$ cat src/rtl/fsc_pkg.sv
package fsc_pkg;
  typedef enum logic [1:0] {
    MODE_T1_OOS = 2'd0,
    MODE_T1_FT  = 2'd1,
    MODE_T1_FPS = 2'd2,
    MODE_E1     = 2'd3
  } fscMode_e;

  typedef struct packed {
    logic inc;
    logic clr;
    logic latch;
  } fscStrobe_t;
endpackage

$ cat src/rtl/fsc_ctrl.sv
module fsc_ctrl
  import fsc_pkg::*;
(
  input  logic       clk,
  input  logic       rstN,
  input  logic       lineE1,
  input  logic       altMode,
  input  logic       esfMode,
  input  logic       mfStrobe,
  input  logic       outOfSync,
  input  logic       ftErr,
  input  logic       fpsErr,
  input  logic       fasErr,
  input  logic       rxLof,
  input  logic       fasSearch,
  input  logic       mfSearch,
  input  logic       latchStb,
  output fscStrobe_t stb
);
  fscMode_e modeNow;
  fscMode_e modePrev;
  logic     eventHit;

  always_comb begin
    if (lineE1)        modeNow = MODE_E1;
    else if (!altMode) modeNow = MODE_T1_OOS;
    else if (esfMode)  modeNow = MODE_T1_FPS;
    else               modeNow = MODE_T1_FT;
  end

  always_comb begin
    unique case (modeNow)
      MODE_T1_OOS: eventHit = mfStrobe & outOfSync;
      MODE_T1_FT:  eventHit = ftErr & ~rxLof;
      MODE_T1_FPS: eventHit = fpsErr & ~rxLof;
      MODE_E1:     eventHit = fasErr & ~rxLof & ~fasSearch & ~mfSearch;
      default:     eventHit = 1'b0;
    endcase
  end

  always_ff @(posedge clk) begin
    if (!rstN) modePrev <= MODE_T1_OOS;
    else       modePrev <= modeNow;
  end

  always_comb begin
    stb.clr   = (modeNow != modePrev);
    stb.inc   = eventHit;
    stb.latch = latchStb;
  end

  // loss of frame blocks counting outside out-of-sync mode
  a_r6_lof_blocks: assert property (@(posedge clk) disable iff (!rstN)
    (rxLof && (lineE1 || altMode)) |-> !stb.inc);

  // out-of-sync counting only at a multiframe boundary
  a_r2_boundary_only: assert property (@(posedge clk) disable iff (!rstN)
    (!lineE1 && !altMode && stb.inc) |-> mfStrobe);

  // E1 search states block counting
  a_r8_search_blocks: assert property (@(posedge clk) disable iff (!rstN)
    (lineE1 && (fasSearch || mfSearch)) |-> !stb.inc);
endmodule

$ cat src/rtl/fsc_datapath.sv
module fsc_datapath
  import fsc_pkg::*;
#(
  parameter int CNT_W = 16
) (
  input  logic             clk,
  input  logic             rstN,
  input  fscStrobe_t       stb,
  output logic [CNT_W-1:0] holdCnt
);
  localparam logic [CNT_W-1:0] CNT_MAX = {CNT_W{1'b1}};
  localparam logic [CNT_W-1:0] CNT_ONE = {{(CNT_W-1){1'b0}}, 1'b1};

  logic [CNT_W-1:0] liveCnt;
  logic [CNT_W-1:0] restartVal;

  assign restartVal = stb.inc ? CNT_ONE : '0;

  always_ff @(posedge clk) begin
    if (!rstN) begin
      liveCnt <= '0;
      holdCnt <= '0;
    end else begin
      if (stb.latch) holdCnt <= liveCnt;
      if (stb.clr)
        liveCnt <= '0;
      else if (stb.latch)
        liveCnt <= restartVal;
      else if (stb.inc && liveCnt != CNT_MAX)
        liveCnt <= liveCnt + CNT_ONE;
    end
  end

  // count stays at all ones
  a_r10_no_overflow: assert property (@(posedge clk) disable iff (!rstN)
    (liveCnt == CNT_MAX && !stb.clr && !stb.latch) |=> liveCnt == CNT_MAX);

  // live count moves by at most one step between latches
  a_r2_unit_step: assert property (@(posedge clk) disable iff (!rstN)
    (!stb.clr && !stb.latch) |=>
      (liveCnt == $past(liveCnt) || liveCnt == $past(liveCnt) + CNT_ONE));

  // mode change empties the live count
  a_r11_mode_clear: assert property (@(posedge clk) disable iff (!rstN)
    stb.clr |=> liveCnt == '0);

  // latch transfers the live count
  a_r9_transfer: assert property (@(posedge clk) disable iff (!rstN)
    stb.latch |=> holdCnt == $past(liveCnt));

  // holding register changes only on latch
  a_r9_hold_steady: assert property (@(posedge clk) disable iff (!rstN)
    !stb.latch |=> $stable(holdCnt));
endmodule

$ cat src/rtl/frame_sync_counter.sv
module frame_sync_counter
  import fsc_pkg::*;
#(
  parameter int CNT_W = 16
) (
  input  logic                 clk,
  input  logic                 rstN,
  input  logic                 lineE1,
  input  logic                 altMode,
  input  logic                 esfMode,
  input  logic                 mfStrobe,
  input  logic                 outOfSync,
  input  logic                 ftErr,
  input  logic                 fpsErr,
  input  logic                 fasErr,
  input  logic                 rxLof,
  input  logic                 fasSearch,
  input  logic                 mfSearch,
  input  logic                 latchStb,
  output logic [CNT_W/2-1:0]   cntHigh,
  output logic [CNT_W/2-1:0]   cntLow
);
  localparam int HALF_W = CNT_W / 2;

  fscStrobe_t       stb;
  logic [CNT_W-1:0] holdCnt;

  fsc_ctrl ctrl_i (
    .clk(clk), .rstN(rstN), .lineE1(lineE1), .altMode(altMode),
    .esfMode(esfMode), .mfStrobe(mfStrobe), .outOfSync(outOfSync),
    .ftErr(ftErr), .fpsErr(fpsErr), .fasErr(fasErr), .rxLof(rxLof),
    .fasSearch(fasSearch), .mfSearch(mfSearch), .latchStb(latchStb),
    .stb(stb)
  );

  fsc_datapath #(.CNT_W(CNT_W)) dp_i (
    .clk(clk), .rstN(rstN), .stb(stb), .holdCnt(holdCnt)
  );

  assign cntHigh = holdCnt[CNT_W-1:HALF_W];
  assign cntLow  = holdCnt[HALF_W-1:0];
endmodule

$ cat config.mk
export PLATFORM = sky130hd
export DESIGN_NAME = frame_sync_counter
export DESIGN_NICKNAME = d
export VERILOG_FILES = /design/src/rtl/fsc_pkg.sv /design/src/rtl/fsc_ctrl.sv /design/src/rtl/fsc_datapath.sv /design/src/rtl/frame_sync_counter.sv
export SDC_FILE = /design/constraint.sdc
export NUM_CORES = 1
export LEC_CHECK = 0
export BUFFER_PORTS_ARGS = -buffer_cell sky130_fd_sc_hd__buf_2
export CORE_ASPECT_RATIO = 0.9
export CORE_MARGIN = 10
export CORE_UTILIZATION = 55
export DETAILED_ROUTE_END_ITERATION = 7
export PLACE_DENSITY = 0.79
export RECOVER_POWER = 100
export SYNTH_ARGS = -nofsm -noshare
export SYNTH_HDL_FRONTEND = slang
export SYNTH_HIERARCHICAL = 1
export SYNTH_SLANG_ARGS = --single-unit
$ cat constraint.sdc
create_clock -name clk -period 2.7 [get_ports clk]
set_input_delay 0.135 -clock clk [delete_from_list [all_inputs] [get_ports clk]]
set_output_delay 0.135 -clock clk [all_outputs]
set_load 0.005 [all_outputs]
; ---- Yosys cells after proc, flatten, opt, wreduce, memory -nomap -nowiden
; Cells that the tools add are included.
[totals]
reg_bits = 34
inputBits = 14
output_inout_bits = 16
wordCells = 30
[op_classes]
addsub = 1
eq_ne = 5
muxes = 7
bitwise_logic = 10
n_reduce_logical = 4
[ops]
columns = operator, n
row1 = 16-bit 2-to-1 mux, 2
row2 = 16-bit by 1-bit adder with 16-bit output (second input constant), 1
row3 = 16-bit != test (second input constant), 1
row4 = 1-bit AND, 6
row5 = 2-bit 2-to-1 mux, 3
row6 = 2-bit == test (second input constant), 2
row7 = 1-bit inverter, 4
row8 = 1-bit one-hot mux with 4 select lines, 1
row9 = 2-bit by 1-bit == test with 1-bit output (second input constant), 1
row10 = 2-bit logical NOT, 1
row11 = 2-bit != test, 1
row12 = 2-bit nonzero test, 1
row13 = 2-bit OR reduction, 1
row14 = 1-bit logical AND, 1
row15 = 1-bit 2-to-1 mux, 1

; ---- Logic depth before layout (Yosys ltp)
; Gate-level depths: netlist of the first run.
[depth]
word_depth = 8
ltp_mapped = 13
depth_no_buf = 11

; ---- Modules after synthesis
; The synthesis of the first run kept the hierarchy.
[modules_own_cells]
columns = mod, instances, cells_per_inst, area_per_inst_um2, seq_area_each_um2
row1 = fsc_datapath, 1, 156, 1446.4, 640.6
row2 = fsc_ctrl, 1, 25, 245.2, 40.0

; ---- Worst setup path after synthesis of the first run
; Ideal clock, no wire load.
[synth_timing]
path_kind = input to register
from = in esfMode
to = reg dp_i.liveCnt[10]
setup_ps = 74
arrival_ps = 2147
required_time_ps = 2626
path_slack_ps = 479
path_stages = 12
n_path_buf = 2
cell_sequence = nand2b_4 -> and2_4 -> ha_1 -> mux2_4 -> a21oi_2 -> o31ai_2 -> buf_4 -> and4_1 -> clkbuf_1 -> o211ai_1 -> or4_1 -> o21ai_0
[synth_via]
elab_chain_cells = 7
elab_cells_between_ends = 12
classes_between = eq/ne: 4 / mux: 4 / reduce/logical: 4
[synth_lines]
columns = element, line_no
row1 = "start, declared", frame_sync_counter.sv:10  ; input logic esfMode,
row2 = 2-bit 2-to-1 mux *, fsc_ctrl.sv:27  ; else if (esfMode) modeNow = MODE_T1_FPS;
row3 = 2-bit 2-to-1 mux *, fsc_ctrl.sv:26  ; else if (!altMode) modeNow = MODE_T1_OOS;
row4 = 2-bit 2-to-1 mux *, fsc_ctrl.sv:25  ; if (lineE1) modeNow = MODE_E1;
row5 = "2-bit == test, or another cell as far along", fsc_ctrl.sv:32  ; unique case (modeNow)
row6 = 1-bit one-hot mux with 4 select lines *, fsc_ctrl.sv:32
row7 = net ctrl_i.eventHit, fsc_ctrl.sv:22  ; logic eventHit;
row8 = 1-bit logical AND *, fsc_datapath.sv:29  ; else if (stb.inc && liveCnt != CNT_MAX)
row9 = 2-bit nonzero test (no source line) *, --
row10 = "end signal, assigned", fsc_datapath.sv:28  ; liveCnt <= restartVal;
row11 = "end signal, assigned", fsc_datapath.sv:30  ; liveCnt <= liveCnt + CNT_ONE;
row12 = "end, declared", fsc_datapath.sv:14  ; logic [CNT_W-1:0] liveCnt;
; Mark *: on every way through the listed nets, which the timed path passes. The rest lies on a longest branch.
; A chain may end at the register's enable or synchronous reset.

==> flow_summary.ini, run 1 <==
[status]
outcome = completed

[worst_setup_path]
worstRegToRegCells = 5
end_kind = flip-flop
cp_slowest_cell = or4_1
rr_endpoint = dp_i/liveCnt[10]
setup.worst_path.end = dp_i/liveCnt[10]
path_cells = clkbuf_1 > nand2b_1 > and2_0 > ha_1 > mux2_4 > a21oi_1 > o31ai_1 > and4_1 > o211ai_1 > or4_1 > o21ai_0
crit_type = input pin to flip-flop
critPathMaxFanout = 6
crit_arrival_ns = 2.51
r2r_slack_ns = 0.91
worst_path_largest_cell_delay_ns = 0.43
worstReg2RegStart = dp_i/liveCnt[0]
cp.required_ns = 2.96
crit_start = esfMode
startpoint_type = input pin

[die]
rows = 19
ios = 30
die_w_um = 78.46
core_area_um2 = 2995
die_area_um2 = 5697
die_y_um = 72.61
start_util_pct = 56.47

[routing]
dr.pass1.iters = 4
wl_per_cell_um = 14.51
antenna_left = 0
drc = 0
drtIter0Drc = 124
wirelength_mm = 3.643
vias = 1420
viasPerCell = 5.657

[sta]
min_period_over_period_pct = 83.46
fin_ws_ns = 0.4465
fin_hold_ws_ns = 0.08883
maxSlewHeadroom_pct = 7.388
hold_viol = 0
worst_pin_slew_ns = 1.389
finalSetupViolations = 0
clock.fmax_ghz = 0.4438
period_minus_slack_ns = 2.253
rsz0062_at_grt = false
finalSetupTns_ns = 0
fin_skew_ns = 0.01180
slew_viol_final = 0

[final_layout]
drive_above_1_share_pct = 14.35
seqCellArea_um2 = 680.7
area_growth_syn_to_layout_pct = 9.911
diodes = 0
multiInputGateArea_um2 = 917.1
final_nets = 227
final_area_um2 = 1859
fillers = 281

[logic_synthesis]
synthArstFlopShare_pct = 0
synth_nets = 199
ys_seq_area_share_pct = 40.24
yosys_warnings = 6
ys.flop_type = dfxtp_1
synthCells = 181
synthesis.area_um2 = 1692
synth-edff-count = 0
avgSynthCellArea_um2 = 9.346
synth_seq_cells = 34
synthDistinctLibCells = 44

[grt]
grt_pass1_vias = 1335
busiest_layer = met2
antenna_found_initial = 0
grt_max_degree = 22
grt_use_met1_pct = 15.54
use_met3_pct = 4.926
grt_pass1_wl_mm = 6.106
track_usage_pct = 13.42
grt_remaining_overflow = 0
grtUsageMet2_pct = 21.72

[clocking]
post_cts_resized = 0
cts_tree = done
clk_pin_slew_ns = 0.10
cts_buffers = 5
cts_hold_buffers = 0
cts_setup_buffers = 0
h-tree-depth = 2
root_buffer = clkbuf_4
insertion_delay_ns = 0.33
clkSinkCount = 34
max-clock-path-buffers = 2

[placed_design]
dp_hpwl_mm = 2.676
gp_congestion = 0.8576
io_buffers = 29
place_ws_ns = 0.2939
place_area_um2 = 1856

[job]
cap_violations = 0

[power_and_ir_drop]
vdd.ir_drop.worst_uv = 309.2
power_density_nw_per_um2 = 443.4
power_leakage_nw = 0.6823

[hold_path]
hp-class = input pin to flip-flop
## through the flow
| step | std cells | utilization [%] | power [mW] |
|---|---|---|---|
| global placement | 244 | 61.95 | 0.5819 |
| global route | 251 | 62.07 | 0.8592 |
| floorplan | 181 | - | 0.5647 |
| CTS | 251 | 63.53 | 0.8381 |
| finish | 251 | 62.07 | 0.8244 |
| detailed placement | 244 | 61.95 | 0.5847 |
## layer usage
metal | share of wire (%) | vias up
met5 | 0 | -
li1 | - | 717
met3 | 6.1 | 5
met4 | 1.4 | 0
met2 | 50 | 36
met1 | 43 | 662
## flip-flops by register name, indices dropped and copies added (netlist names)
register	count
ctrl_i/modePrev	2
dp_i/holdCnt	16
dp_i/liveCnt	16
## where the power goes
group / switching [mW] / total, mW / internal (mW)
clock network: 0.162 / 0.256 / 0.0935
registers: 0.00124 / 0.505 / 0.503
logic: 0.0339 / 0.0639 / 0.0300
total: 0.197 / 0.824 / 0.627
## layout make-up
| type | instances | share of cell area [%] |
|---|---|---|
| Multi-Input combinational cell | 131 | 49.33 |
| Sequential cell | 34 | 36.61 |
| Timing Repair Buffer | 31 | 7.470 |
| Tap cell | 42 | 2.826 |
| Clock buffer | 5 | 2.019 |
| Inverter | 6 | 1.211 |
| Clock inverter | 2 | 0.5384 |
## cell usage after synthesis (2+ instances only)
| cell type | count | area share, % |
|---|---|---|
| buf_2 | 3 | 0.89 |
| or3_1 | 4 | 1.5 |
| nand3_1 | 7 | 2.1 |
| inv_1 | 6 | 1.3 |
| buf_4 | 2 | 0.89 |
| ha_1 | 4 | 3.0 |
| a21oi_1 | 8 | 2.4 |
| nor2_1 | 6 | 1.3 |
| nand2_1 | 6 | 1.3 |
| and3_1 | 3 | 1.1 |
| xor2_1 | 3 | 1.6 |
| and4_1 | 3 | 1.6 |
| mux2i_1 | 16 | 9.5 |
| a31oi_1 | 3 | 1.1 |
| nor3_1 | 4 | 1.2 |
| or4_1 | 2 | 0.89 |
| o21ai_0 | 10 | 3.0 |
| dfxtp_1 | 34 | 40 |
| o211ai_1 | 2 | 0.89 |
| nor2b_1 | 20 | 7.4 |
| clkbuf_1 | 5 | 1.1 |
| nand4_1 | 8 | 3.0 |
## cells in the final DEF, fill, tap and decap left out, types with 3 or more instances in the layout
master / netlist / routed
a21oi_1: 8 / 9
a31oi_1: 3 / 3
nand3_1: 7 / 7
nor2_1: 6 / 6
clkbuf_4: 0 / 5
nand4_1: 8 / 8
or3_1: 4 / 4
clkbuf_1: 5 / 16
buf_2: 3 / 12
nor2b_1: 20 / 20
ha_1: 4 / 4
nor3_1: 4 / 4
or4_1: 2 / 3
and4_1: 3 / 3
nand2_1: 6 / 6
dfxtp_1: 34 / 34
and3_1: 3 / 3
inv_1: 6 / 6
mux2i_1: 16 / 16
xor2_1: 3 / 3
o21ai_0: 10 / 10
## logic make-up after synthesis
| logic type | share of synthesized area, % |
|---|---|
| muxes | 10.35 |
| DFF | 40.24 |
| buffers and inverters | 4.215 |
| xor gates and xnor gates | 1.554 |
| and+or+nand+nor | 28.92 |
| AOI/OAI and AO/OA | 11.76 |
| adders and majority gates | 2.959 |
## critical path: cells and delay by family
family / cells / cell delay (ns)
and+or+nand+nor: 4 / 1.23
AOI/OAI and AO/OA: 4 / 0.59
adders and majority gates: 1 / 0.25
muxes: 1 / 0.19
buffers and inverters: 1 / 0.12
## how the worst min path moves through the flow
stage | from | endpoint | slack [ns] | cells after the start
finish | lineE1 | ctrl_i/modePrev[1] | 0.09 | 3
global route | lineE1 | ctrl_i/modePrev[1] | 0.1 | 3
CTS | lineE1 | ctrl_i/modePrev[1] | 0.08 | 3
detailed placement | lineE1 | ctrl_i/modePrev[1] | 0.44 | 3
global placement | lineE1 | ctrl_i/modePrev[1] | 0.43 | 3
floorplan | rstN | ctrl_i/modePrev[1] | 0.26 | 1
No activity file was read; power rests on OpenSTA's default activity.
==> inputs of run 2 (changes only) <==
--- a/config.mk
+++ b/config.mk
@@ -8,9 +8,9 @@
 export BUFFER_PORTS_ARGS = -buffer_cell sky130_fd_sc_hd__buf_2
 export CORE_ASPECT_RATIO = 0.9
 export CORE_MARGIN = 10
-export CORE_UTILIZATION = 55
+export CORE_UTILIZATION = 49
 export DETAILED_ROUTE_END_ITERATION = 7
-export PLACE_DENSITY = 0.79
+export PLACE_DENSITY = 0.74
 export RECOVER_POWER = 100
 export SYNTH_ARGS = -nofsm -noshare
 export SYNTH_HDL_FRONTEND = slang
==> constraint.sdc (replaced) <==
create_clock -name clk -period 1.9 [get_ports clk]
set_input_delay 0.095 -clock clk [delete_from_list [all_inputs] [get_ports clk]]
set_output_delay 0.095 -clock clk [all_outputs]
set_load 0.005 [all_outputs]
==> run 2 against run 1 <==
  * Cell count up 7.6%
  * Sequential share of layout area down 4.6 points
  * Clock power up 140%
  * Highest routed layer unchanged
  * Global-route usage up 0.21 points
  * Setup slack worse by 0.45 ns
  * Die area up 8.9%
==> flow_summary.ini, run 2 (synthesis results as in run 1) <==
[clocking]
insertion_delay_ns = 0.28
root_buffer = clkbuf_8
cts_tree = done
clkSinkCount = 34
cts_buffers = 5
h-tree-depth = 2
max-clock-path-buffers = 2
cts_hold_buffers = 0
clk_pin_slew_ns = 0.07

[routing]
dr.pass1.iters = 4
wl_per_cell_um = 15.41
antenna_left = 0
drc = 0
wirelength_mm = 4.161
viasPerCell = 5.611
wl_met1_mm = 1.839
highest_layer = met4
vias = 1515
met2_wirelength_mm = 2.027
drtIter0Drc = 112
wl_met3_um = 237

[sta]
worst_pin_slew_ns = 0.5874
finalSetupViolations = 0
maxSlewHeadroom_pct = 60.84
fin_skew_ns = 0.002810
rsz0062_at_grt = true
clock.fmax_ghz = 0.5264
hold_viol = 0
min_period_over_period_pct = 99.99
period_minus_slack_ns = 1.900
slew_viol_final = 0
fin_hold_ws_ns = 0.2159

[grt]
grt_remaining_overflow = 0
grt_pass1_wl_mm = 6.624
grt_pass1_vias = 1467
track_usage_pct = 13.63
antenna_found_initial = 0
grt_max_degree = 22

[hold_path]
hp-start = esfMode
hp-class = input pin to flip-flop
min_path_cells = 4
whs_endpoint = ctrl_i/modePrev[1]

[die]
start_util_pct = 50.45
die_area_um2 = 6206
die_w_um = 81.94
ios = 30
rows = 20
die_y_um = 75.74
core_area_um2 = 3353

[final_layout]
diodes = 0
layout_common_cells = dfxtp_1 (34), nor2b_1 (21), buf_2 (21), mux2i_1 (16), buf_4 (14)
final_nets = 243
reg.largest.list = dp_i/holdCnt: 16 flops, dp_i/liveCnt: 16 flops, ctrl_i/modePrev: 2 flops
fillers = 283
drive_above_1_share_pct = 27.88
mostFrequentLayoutCell = dfxtp_1
area_growth_syn_to_layout_pct = 25.74
final_area_um2 = 2127

[worst_setup_path]
cp.required_ns = 2.12
end_kind = flip-flop
critPathMaxFanout = 6
startpoint_type = input pin
rr_endpoint = dp_i/liveCnt[13]
crit_arrival_ns = 2.12
worstReg2RegStart = dp_i/liveCnt[0]
worstRegToRegCells = 6
crit_type = input pin to flip-flop
r2r_slack_ns = 0.07

[power_and_ir_drop]
power_density_nw_per_um2 = 686.9
vdd.ir_drop.worst_uv = 376.1
power_leakage_nw = 0.8371

[status]
outcome = completed

[placed_design]
dp_hpwl_mm = 2.906
gp_congestion = 0.8755
io_buffers = 29
place_area_um2 = 1966

[job]
cap_violations = 0
[run 2: cell count changes in the layout (fill, tap and decap cells not counted), sizes merged]
cell           previous run  this run
buf                      15        37
clkbuf                   21        17
clkinv                    2         0
clkdlybuf4s15             0         1
[run 2: how the worst max path moves through the flow]
stage / startpoint / endpoint / slack (ns) / depth (start not counted)
3_3_place_gp: esfMode / dp_i/liveCnt[13] / -0.21 / 12
5_1_grt: esfMode / dp_i/liveCnt[13] / -0.06 / 12
3_5_place_dp: esfMode / dp_i/liveCnt[13] / -0.28 / 12
6_report: esfMode / dp_i/liveCnt[13] / 0.0003 / 12
4_1_cts: esfMode / dp_i/liveCnt[13] / 0.02 / 12
2_1_floorplan: esfMode / dp_i/liveCnt[10] / -0.19 / 13
[run 2: worst max-delay path, stage by stage]
cell and delay, ns:
buf_8 0.10, nand2b_4 0.13, and2_4 0.18, inv_4 0.06, ha_4 0.11, and4bb_2 0.22, a21oi_2 0.05, o31ai_4 0.22
buf_6 0.16, inv_1 0.05, or4_1 0.56, a21oi_2 0.18
[run 2: final cells by class]
cell class	count	area [um^2]	share of cell area [%]
multi-input combinational	131	974.7	45.82
sequential	34	680.7	32.00
timing repair buffer	47	281.5	13.24
clock buffer	8	110.1	5.176
tap	44	55.05	2.588
inverter	6	25.02	1.176
[run 2: metal layers]
metal,global-route usage [%],up-vias
met5,0,-
met4,5.472,0
met3,3.420,7
met2,22.70,55
met1,16.42,714
li1,-,739
[run 2: timing repair]
item | in CTS | in global routing
endpoints found under the setup margin | 0 | 8
gates resized for setup | 0 | 12
buffers inserted | 0 | 1
[run 2: through the flow]
| step | power [mW] | setup slack, ns | setup TNS (ns) | cells | utilization [%] |
|---|---|---|---|---|---|
| after floorplan | 0.8026 | -0.1912 | -0.3324 | 181 | - |
| after global placement | 0.8400 | -0.2099 | -1.069 | 260 | 58.62 |
| after detailed placement | 0.8454 | -0.2772 | -1.640 | 260 | 58.62 |
| after CTS | 1.458 | 0.02373 | 0 | 268 | 61.90 |
| after global routing | 1.522 | -0.05863 | -0.07839 | 270 | 63.43 |
| final | 1.461 | 0.0002816 | 0 | 270 | 63.43 |
[run 2: power breakdown]
group          switching [mW]  total [mW]  internal (mW)
logic                  0.0620       0.130         0.0678
registers             0.00165       0.718          0.716
clock network           0.248       0.614          0.366
total                   0.312        1.46           1.15
